$ cat src/rtl/lcd_timing_pkg.sv
package lcd_timing_pkg;
  // Field positions inside the timing words
  localparam int ACT_UNITS_LSB = 2;
  localparam int ACT_UNITS_W   = 6;
  localparam int HSYNC_LSB     = 8;
  localparam int HFRONT_LSB    = 16;
  localparam int HBACK_LSB     = 24;
  localparam int HFIELD_W      = 8;
  localparam int LINES_LSB     = 0;
  localparam int LINES_W       = 10;
  localparam int VSYNC_LSB     = 10;
  localparam int VSYNC_W       = 6;
  localparam int VFRONT_LSB    = 16;
  localparam int VBACK_LSB     = 24;
  localparam int VFIELD_W      = 8;
  localparam int INV_VS_BIT    = 11;
  localparam int INV_HS_BIT    = 12;
  localparam int INV_PCLK_BIT  = 13;
  localparam int INV_DE_BIT    = 14;

  typedef struct packed {
    logic lineWrap;
    logic frameWrap;
    logic inHSync;
    logic inVSync;
    logic inActive;
    logic firstPixel;
  } strobes_t;
endpackage

$ cat src/rtl/lcd_timing_ctrl.sv
module lcd_timing_ctrl
  import lcd_timing_pkg::*;
#(
  parameter int H_UNIT = 16,
  parameter int HCW    = 11,
  parameter int VCW    = 11
) (
  input  logic           clk,
  input  logic           rst_n,
  input  logic           enable,
  input  logic           powerReq,
  input  logic [31:0]    tw0,
  input  logic [31:0]    tw1,
  input  logic [HCW-1:0] hCount,
  input  logic [VCW-1:0] vCount,
  output strobes_t       strb,
  output logic           panelPower
);
  logic [ACT_UNITS_W-1:0] actUnits;
  logic [HFIELD_W-1:0]    hSyncM1, hFrontM1, hBackM1;
  logic [LINES_W-1:0]     linesM1;
  logic [VSYNC_W-1:0]     vSyncM1;
  logic [VFIELD_W-1:0]    vFront, vBack;
  logic [1:0]             unusedLowBits;

  assign actUnits      = tw0[ACT_UNITS_LSB +: ACT_UNITS_W];
  assign hSyncM1       = tw0[HSYNC_LSB +: HFIELD_W];
  assign hFrontM1      = tw0[HFRONT_LSB +: HFIELD_W];
  assign hBackM1       = tw0[HBACK_LSB +: HFIELD_W];
  assign unusedLowBits = tw0[1:0];
  assign linesM1       = tw1[LINES_LSB +: LINES_W];
  assign vSyncM1       = tw1[VSYNC_LSB +: VSYNC_W];
  assign vFront        = tw1[VFRONT_LSB +: VFIELD_W];
  assign vBack         = tw1[VBACK_LSB +: VFIELD_W];

  // Horizontal phase boundaries (minus-one fields restored)
  logic [HCW-1:0] hActEnd, hSyncBeg, hSyncEnd, hTotal;
  assign hActEnd  = (HCW'(actUnits) + HCW'(1)) * HCW'(H_UNIT);
  assign hSyncBeg = hActEnd + HCW'(hFrontM1) + HCW'(1);
  assign hSyncEnd = hSyncBeg + HCW'(hSyncM1) + HCW'(1);
  assign hTotal   = hSyncEnd + HCW'(hBackM1) + HCW'(1);

  // Vertical phase boundaries (porches are direct counts)
  logic [VCW-1:0] vActEnd, vSyncBeg, vSyncEnd, vTotal;
  assign vActEnd  = VCW'(linesM1) + VCW'(1);
  assign vSyncBeg = vActEnd + VCW'(vFront);
  assign vSyncEnd = vSyncBeg + VCW'(vSyncM1) + VCW'(1);
  assign vTotal   = vSyncEnd + VCW'(vBack);

  always_comb begin
    strb.inActive   = (hCount < hActEnd) && (vCount < vActEnd);
    strb.inHSync    = (hCount >= hSyncBeg) && (hCount < hSyncEnd);
    strb.inVSync    = (vCount >= vSyncBeg) && (vCount < vSyncEnd);
    strb.lineWrap   = hCount >= (hTotal - HCW'(1));
    strb.frameWrap  = strb.lineWrap && (vCount >= (vTotal - VCW'(1)));
    strb.firstPixel = (hCount == '0) && (vCount == '0);
  end

  // Power follows enable by at least one clock and drops first
  logic runQ;
  always_ff @(posedge clk or negedge rst_n) begin
    if (!rst_n) begin
      runQ       <= 1'b0;
      panelPower <= 1'b0;
    end else begin
      runQ       <= enable;
      panelPower <= enable && powerReq && runQ;
    end
  end
endmodule

$ cat src/rtl/lcd_timing_dp.sv
module lcd_timing_dp
  import lcd_timing_pkg::*;
#(
  parameter int HCW = 11,
  parameter int VCW = 11
) (
  input  logic           clk,
  input  logic           rst_n,
  input  logic           enable,
  input  strobes_t       strb,
  output logic [HCW-1:0] hCount,
  output logic [VCW-1:0] vCount,
  output logic           hsLvl,
  output logic           vsLvl,
  output logic           deLvl,
  output logic           fsLvl,
  output logic [HCW-1:0] xOut,
  output logic [VCW-1:0] yOut
);
  always_ff @(posedge clk or negedge rst_n) begin
    if (!rst_n) begin
      hCount <= '0;
      vCount <= '0;
      hsLvl  <= 1'b0;
      vsLvl  <= 1'b0;
      deLvl  <= 1'b0;
      fsLvl  <= 1'b0;
      xOut   <= '0;
      yOut   <= '0;
    end else if (!enable) begin
      hCount <= '0;
      vCount <= '0;
      hsLvl  <= 1'b0;
      vsLvl  <= 1'b0;
      deLvl  <= 1'b0;
      fsLvl  <= 1'b0;
      xOut   <= '0;
      yOut   <= '0;
    end else begin
      hsLvl <= strb.inHSync;
      vsLvl <= strb.inVSync;
      deLvl <= strb.inActive;
      fsLvl <= strb.firstPixel;
      xOut  <= hCount;
      yOut  <= vCount;
      if (strb.lineWrap) begin
        hCount <= '0;
        if (strb.frameWrap) vCount <= '0;
        else                vCount <= vCount + VCW'(1);
      end else begin
        hCount <= hCount + HCW'(1);
      end
    end
  end
endmodule

$ cat src/rtl/lcd_timing_gen.sv
module lcd_timing_gen
  import lcd_timing_pkg::*;
#(
  parameter int H_UNIT = 16,
  localparam int H_CNT_W = $clog2((1 << ACT_UNITS_W) * H_UNIT + 3 * (1 << HFIELD_W) + 1),
  localparam int V_CNT_W = $clog2((1 << LINES_W) + (1 << VSYNC_W) + 2 * (1 << VFIELD_W) + 1)
) (
  input  logic               clk,
  input  logic               rst_n,
  input  logic [31:0]        timWord0,
  input  logic [31:0]        timWord1,
  input  logic [31:0]        timWord2,
  input  logic               ctrlEnable,
  input  logic               ctrlPower,
  output logic               hsyncOut,
  output logic               vsyncOut,
  output logic               dataEnOut,
  output logic [H_CNT_W-1:0] pixelX,
  output logic [V_CNT_W-1:0] pixelY,
  output logic               frameStart,
  output logic               pixClkFallOut,
  output logic               panelPowerOut
);
  strobes_t           strb;
  logic [H_CNT_W-1:0] hCount;
  logic [V_CNT_W-1:0] vCount;
  logic               hsLvl, vsLvl, deLvl;
  logic               unusedTw2;

  lcd_timing_ctrl #(.H_UNIT(H_UNIT), .HCW(H_CNT_W), .VCW(V_CNT_W)) u_ctrl (
    .clk(clk), .rst_n(rst_n), .enable(ctrlEnable), .powerReq(ctrlPower),
    .tw0(timWord0), .tw1(timWord1), .hCount(hCount), .vCount(vCount),
    .strb(strb), .panelPower(panelPowerOut)
  );

  lcd_timing_dp #(.HCW(H_CNT_W), .VCW(V_CNT_W)) u_dp (
    .clk(clk), .rst_n(rst_n), .enable(ctrlEnable), .strb(strb),
    .hCount(hCount), .vCount(vCount), .hsLvl(hsLvl), .vsLvl(vsLvl),
    .deLvl(deLvl), .fsLvl(frameStart), .xOut(pixelX), .yOut(pixelY)
  );

  // Polarity stage: one XOR per timing output
  logic [2:0] lvlVec, invVec, outVec;
  assign lvlVec = {deLvl, vsLvl, hsLvl};
  assign invVec = {timWord2[INV_DE_BIT], timWord2[INV_VS_BIT], timWord2[INV_HS_BIT]};
  for (genvar i = 0; i < 3; i++) begin : g_pol
    assign outVec[i] = lvlVec[i] ^ invVec[i];
  end
  assign hsyncOut      = outVec[0];
  assign vsyncOut      = outVec[1];
  assign dataEnOut     = outVec[2];
  assign pixClkFallOut = timWord2[INV_PCLK_BIT];
  assign unusedTw2     = ^{timWord2[31:15], timWord2[10:0]};
endmodule

$ cat config.mk
export PLATFORM = sky130hd
export DESIGN_NAME = lcd_timing_gen
export DESIGN_NICKNAME = d
export VERILOG_FILES = /design/src/rtl/lcd_timing_pkg.sv /design/src/rtl/lcd_timing_ctrl.sv /design/src/rtl/lcd_timing_dp.sv /design/src/rtl/lcd_timing_gen.sv
export SDC_FILE = /design/constraint.sdc
export NUM_CORES = 1
export LEC_CHECK = 0
export BUFFER_PORTS_ARGS = -buffer_cell sky130_fd_sc_hd__buf_2
export CAP_MARGIN = 20
export CORE_ASPECT_RATIO = 1.1
export CORE_MARGIN = 4
export CORE_UTILIZATION = 55
export DETAILED_ROUTE_END_ITERATION = 7
export PLACE_DENSITY = 0.8
export SLEW_MARGIN = 5
export SYNTH_ARGS = -nofsm -noshare
export SYNTH_HDL_FRONTEND = slang
export SYNTH_SLANG_ARGS = --single-unit
export TNS_END_PERCENT = 50
$ cat constraint.sdc
create_clock -name clk -period 3.25 [get_ports clk]
set_clock_uncertainty 0.05 [all_clocks]
set_input_delay 0.975 -clock clk [delete_from_list [all_inputs] [get_ports clk]]
set_output_delay 0.975 -clock clk [all_outputs]
set_load 0.01 [all_outputs]
==> flow_metrics.tcl, run 1 <==
set metrics [dict create \
    outcome "finished with violations" \
    violations "DRC, setup timing" \
    finalInstanceArea_sq_um 9019 \
    ys_warn_count 0 \
    htreeDepth 2 \
    syn_nets 951 \
    cp_common_cell "ha_1" \
    hold_viol_final 0 \
    cellPowerDensity_nw_per_um2 564.0 \
    leakage_nw 4.784 \
    grt_overflow 0 \
    setup_viol 24 \
    cts_tree "yes" \
    root_buffer "clkbuf_16" \
    synth_edf_count 0 \
    ant_nets 0 \
    synthToLayoutAreaGrowth_pct 45.23 \
    vias 7198 \
    synth_compound_area_share_pct 19.48 \
    hp-class "flip-flop to flip-flop" \
    drive_above_1_share_pct 39.76 \
    vdd_drop_max_mv 0.5637 \
    synth-main-ff-cell "dfrtp_1" \
    cpMaxStageDelayCell "fa_2" \
    core_sq_um 10960 \
    drv_cap 0 \
    synth-async-reset-ratio_pct 100.0 \
    cp.arrival_ns 6.89 \
    die-area_sq_um 13060 \
    finalMaxSlewViolations 0 \
    fp-row-count 40 \
    synth_top_family_by_area "adder cells" \
    dp.cells 1103 \
    synth_simple_gate_area_share_pct 15.35 \
    critPathMaxStageDelay_ns 0.47 \
    nNetsFinal 1226 \
    placed_area_sq_um 8058 \
    max_freq_ghz 0.1485 \
    place_hpwl_microns 14450 \
    r2r_cells 11 \
    die_x_microns 109.3 \
    grt_use_total_pct 30.95 \
    ys_ff_latch 50 \
    drt-wirelength-per-cell_microns 21.78 \
    p_total_mw 5.086 \
    wl_met1_microns 8016 \
    relSlewSlack_pct 58.69 \
    die_h_microns 119.4 \
    routabilityCongestion 0.9385 \
    drc 1 \
    worstPathMaxFanout 7 \
    syn_area_per_cell_sq_um 8.685 \
    clock-sinks 50 \
    ioPinCount 128 \
    period_share_pct 207.2 \
    synthXorXnorAreaFrac_pct 11.08 \
    synthAdderAreaFrac_pct 28.01 \
    synth_mux_area_share_pct 0.1612 \
    tightest_slew_ns 0.6196 \
    port_buffers 95 \
    viasPerCell 6.320 \
    worst_slack_ns -3.486 \
    ys_types 65 \
    wl_met2_microns 11940 \
    grt_max_degree 51 \
    crit_path_start_kind "input pin" \
    start_util_pct 56.66 \
    required_ns 3.40 \
    critical_path_class "input pin to flip-flop" \
    grt_pass1_wl_microns 32310 \
    drtIter0Drc 628 \
    cts_buffer_depth 2 \
    path_clk_slew_ns 0.07 \
    clock_latency_ns 0.30 \
    antenna_found_initial 1 \
    hold_depth 1 \
    rsz0062_at_grt "true" \
    grt_pass1_vias 7053 \
    dr.pass1.iters 8 \
    period_minus_slack_ns 6.736 \
    cts_buffers 5 \
    syn_area_sq_um 6210 \
    drt_wl_total_microns 24800 \
    top_layer "met4" \
    worstSetupEndpointType "flip-flop" \
    stdcell_count 1139 \
    wl_met3_microns 2336 \
    synthCells 715 \
    synth-seq-area-share_pct 20.15 \
]
[sequential cells by signal, summed over array words and instances, names as in the netlist]
| signal | flops |
|---|---|
| u_dp.yOut | 11 |
| u_dp.deLvl | 1 |
| u_dp.fsLvl | 1 |
| u_dp.vCount | 11 |
| u_dp.hsLvl | 1 |
| u_dp.hCount | 11 |
| u_ctrl.panelPower | 1 |
| u_dp.vsLvl | 1 |
| u_dp.xOut | 11 |
| u_ctrl.runQ | 1 |
[metal layers]
metal | GRT usage (%) | up-vias
met5 | 0 | -
met4 | 19.17 | 0
met3 | 3.902 | 243
met2 | 57.14 | 504
met1 | 32.36 | 3372
li1 | - | 3079
[logic make-up after synthesis]
logic type                 Yosys count
and+or+nand+nor                    186
adders and majority gates          136
AOI/OAI and AO/OA                  175
xor gates and xnor gates            73
DFF                                 50
muxes                                1
buffers and inverters               94
[placed cells by master, fill, tap and decap left out, drive strengths merged, types with 8 or more instances in the layout]
cell   netlist  routed
buf          2     275
ha         131     131
inv         86      87
dfrtp       50      50
nor2        50      50
a21oi       45      45
xor2        39      39
xnor2       34      34
nand2       30      30
nand3       28      28
o21a        26      26
o21ai       24      24
a21o        22      22
and2        17      17
and3        10      10
or3          9       9
nand4        8       8
a31oi        8       8
[stage by stage]
step | worst slack (ns) | util [%] | hold WS (ns) | setup TNS [ns]
after global placement | -2.835 | 73.52 | 0.4227 | -58.09
after CTS | -2.623 | 79.02 | 0.4481 | -48.02
after detailed placement | -3.041 | 73.52 | 0.4240 | -62.52
after floorplan | -2.629 | - | 0.4157 | -51.54
after global routing | -3.597 | 82.26 | 0.5176 | -62.84
final | -3.486 | 82.28 | 0.4636 | -59.78
[worst paths after layout]
path                                               end  slack [ns]                       start
max                        u_dp.vCount[10]$_DFFE_PN0P_       -3.49                 timWord1[0]
min                        u_ctrl.panelPower$_DFF_PN0_        0.46       u_ctrl.runQ$_DFF_PN0_
max reg2reg                u_dp.vCount[10]$_DFFE_PN0P_        0.55  u_dp.vCount[0]$_DFFE_PN0P_
min reg2reg                u_ctrl.panelPower$_DFF_PN0_        0.46       u_ctrl.runQ$_DFF_PN0_
max in group asynchronous   u_dp.vCount[5]$_DFFE_PN0P_        2.01                       rst_n
min in group asynchronous     u_dp.hCount[0]$_DFF_PN0_        0.72                       rst_n
[what timing repair did]
action / in CTS / in global routing
hold endpoints to repair: 0 / 0
endpoints found under the setup margin: 24 / 24
cloned: 2 / 0
resized for setup: 55 / 60
buffers inserted: 13 / 14
pin swaps: 46 / 56
hold buffers: 0 / 0
[Yosys cell counts (2+ instances only)]
library cell / n / area share (%)
xnor2_1: 33 / 4.7
nand3b_1: 2 / 0.24
a21o_1: 22 / 2.7
nor3_1: 5 / 0.40
nor4_1: 3 / 0.30
nor2_1: 50 / 3.0
a31oi_1: 8 / 0.81
nand4_1: 8 / 0.81
o2111ai_1: 2 / 0.28
and3_1: 9 / 0.91
nor3_2: 2 / 0.32
nor2b_1: 7 / 0.71
o21bai_1: 6 / 0.73
o22ai_1: 5 / 0.50
a211oi_1: 6 / 0.73
o22a_1: 3 / 0.42
or3_1: 9 / 0.91
o21ai_0: 21 / 1.7
o31a_1: 4 / 0.56
o21a_1: 26 / 3.1
a21oi_1: 42 / 3.4
or2_2: 4 / 0.40
inv_1: 85 / 5.1
a311oi_1: 2 / 0.28
clkbuf_1: 5 / 0.30
nand3_1: 27 / 2.2
o21ai_1: 3 / 0.24
and2_1: 17 / 1.7
a211o_1: 2 / 0.28
o211ai_1: 4 / 0.48
nand4b_1: 2 / 0.28
xor2_2: 3 / 0.79
nand2_1: 29 / 1.8
o31ai_1: 2 / 0.24
xor2_1: 35 / 4.9
a21oi_2: 3 / 0.42
a311o_1: 2 / 0.32
dfrtp_1: 50 / 20
ha_1: 131 / 26
fa_1: 5 / 1.6
nand2b_1: 7 / 0.71
[critical path: cells and delay by family]
| kind | cells | cell delay, ns |
|---|---|---|
| compound gates | 8 | 1.64 |
| xor+xnor | 4 | 0.92 |
| fa+ha+maj | 6 | 1.91 |
| buf+inv | 7 | 0.78 |
| simple gates | 5 | 0.66 |
[power by group]
group	internal [mW]	switching [mW]	total, mW
Sequential	0.632	0.0131	0.645
Clock	0.294	0.255	0.549
Combinational	1.94	1.95	3.89
Total	2.87	2.22	5.09
[layout make-up]
type | instances | area, sq um
Multi-Input combinational cell | 571 | 5230
Sequential cell | 50 | 1251
Timing Repair Buffer | 275 | 1871
Clock inverter | 3 | 28.78
Clock buffer | 5 | 125.1
Antenna cell | 1 | 2.502
Fill cell | 594 | 1942
Tap cell | 147 | 183.9
Inverter | 87 | 326.6
No activity file was read; power rests on OpenSTA's default activity.
==> run 2, diff against run 1 <==
- PLACE_DENSITY: 0.8 -> 0.84
==> run 2 against run 1 <==
- the run ends with setup timing left
- wire length is 5.8% lower
- die area stayed put
- power is 6.9% lower
- count of clock-buffer cells in the layout stayed put
- largest cell class unchanged
- utilization is 0.43 points higher
- combinational power is 11% lower
- via count is 3.7% lower
- hold slack worse by 0.018 ns
==> flow_metrics.tcl, run 2 (synthesis results as in run 1) <==
set metrics [dict create \
    cpMaxStageDelayCell "a21oi_2" \
    cts_tree "yes" \
    finalMaxSlewViolations 0 \
    rsz0062_at_grt "true" \
    root_buffer "clkbuf_16" \
    dr.pass1.iters 5 \
    routabilityCongestion 0.9183 \
    violations "setup timing" \
    drc 0 \
    grt_max_degree 51 \
    max_freq_ghz 0.1549 \
    grt_pass1_wl_microns 32240 \
    ioPinCount 128 \
    synthToLayoutAreaGrowth_pct 46.00 \
    fin_tns_setup_ns -56.80 \
    drv_cap 0 \
    clock-sinks 50 \
    vdd_drop_max_mv 0.4588 \
    rr_endpoint "u_dp.vCount[8]$_DFFE_PN0P_" \
    period_share_pct 198.7 \
    htreeDepth 2 \
    worst_slack_ns -3.208 \
    drtIter0Drc 606 \
    crit_path_start_kind "input pin" \
    setup_viol 24 \
    worstPathMaxFanout 3 \
    die_h_microns 119.4 \
    cp.arrival_ns 6.62 \
    cts_buffers 5 \
    final_common_cell "buf_4" \
    final_cell_mix "buf_4, ha_1, buf_2" \
    clock_latency_ns 0.29 \
    viasPerCell 6.094 \
    nNetsFinal 1225 \
    outcome "finished with violations" \
    pre_cts_ws_ns -3.058 \
    hold_viol_final 0 \
    antenna_found_initial 1 \
    holdPathEnd "u_ctrl.panelPower$_DFF_PN0_" \
    period_minus_slack_ns 6.458 \
    core_sq_um 10960 \
    grt_overflow 0 \
    ant_nets 0 \
    drt-wirelength-per-cell_microns 20.55 \
    vias 6929 \
    port_buffers 95 \
    relSlewSlack_pct 44.43 \
    cp.depth 28 \
    die-area_sq_um 13060 \
    hold_depth 1 \
    hold_start "u_ctrl.runQ$_DFF_PN0_" \
    worstSetupEndpointType "flip-flop" \
    ctsHoldBuffers 0 \
    antennaDiodeCount 0 \
    drive_above_1_share_pct 39.70 \
    critical_path_class "input pin to flip-flop" \
    ff2ff_setup_slack_ns 0.52 \
    drt_wl_total_microns 23370 \
    critPathMaxStageDelay_ns 0.34 \
    r2r_start "u_dp.vCount[0]$_DFFE_PN0P_" \
    fp-row-count 40 \
    die_x_microns 109.3 \
    startpoint "timWord1[0]" \
    crit_buf_inv 3 \
    required_ns 3.41 \
    cts_buffer_depth 2 \
    start_util_pct 56.66 \
    leakage_nw 4.799 \
    grt_use_total_pct 30.95 \
    r2r_cells 11 \
    path_clk_slew_ns 0.07 \
    place_hpwl_microns 14180 \
    critPathTopFamily "compound AO/OA/AOI/OAI gates" \
    hp-class "flip-flop to flip-flop" \
    tightest_slew_ns 0.8259 \
    grt_pass1_vias 6999 \
    cellPowerDensity_nw_per_um2 522.4 \
]
==> run 2: changes by cell type in the layout (fill, tap and decap cells not counted), moves of 5 or more <==
cell    change
buf_6       +6
nor2_2      +5
buf_2       -5
nor2_1      -6
==> run 2: power breakdown <==
part | leakage [nW] | switching, mW | internal [mW]
clock | 0.0848 | 0.250 | 0.369
sequential | 0.689 | 0.0145 | 0.632
combinational | 4.03 | 1.68 | 1.79
total | 4.80 | 1.95 | 2.79
==> run 2: layout make-up <==
cell class / count / area [sq um]
tap: 147 / 183.9
clock inverter: 3 / 47.55
clock buffer: 5 / 125.1
sequential: 50 / 1251
inverter: 87 / 329.1
fill: 573 / 1894
multi-input combinational: 572 / 5229
timing repair buffer: 273 / 1901
==> run 2: metal layers <==
layer,up-vias,track usage (%),routed length [microns]
li1,3069,-,-
met1,3210,32.45,7925
met2,454,57.14,11510
met3,194,4.824,2048
met4,2,17.69,1868
met5,-,0,13
==> run 2: repair_timing <==
item / CTS / global route
buffers inserted: 10 / 8
resized for setup: 67 / 56
endpoints found under the setup margin: 24 / 24
cloned: 2 / 0
pin swaps: 67 / 48
==> run 2: how the worst max path moves through the flow <==
stage                                  end  slack (ns)
3_3_place_gp    u_dp.vCount[5]$_DFFE_PN0P_       -2.79
3_5_place_dp    u_dp.vCount[8]$_DFFE_PN0P_       -3.06
5_1_grt         u_dp.vCount[8]$_DFFE_PN0P_       -3.28
2_1_floorplan  u_dp.vCount[10]$_DFFE_PN0P_       -2.63
4_1_cts         u_dp.vCount[8]$_DFFE_PN0P_       -2.66
6_report        u_dp.vCount[8]$_DFFE_PN0P_       -3.21
==> run 2: through the flow <==
step           std cells  area (sq um)  hold WS [ns]  power [mW]  util [%]
6_report            1137          9066        0.4459       4.736     82.72
5_1_grt             1137          9066        0.4740       5.066     82.72
4_1_cts             1129          8718        0.4489       4.423     79.54
3_5_place_dp        1109          8090        0.4311       3.552     73.81
3_3_place_gp        1109          8090        0.4193       3.403     73.81
2_1_floorplan        715          6282        0.4157       2.428         -
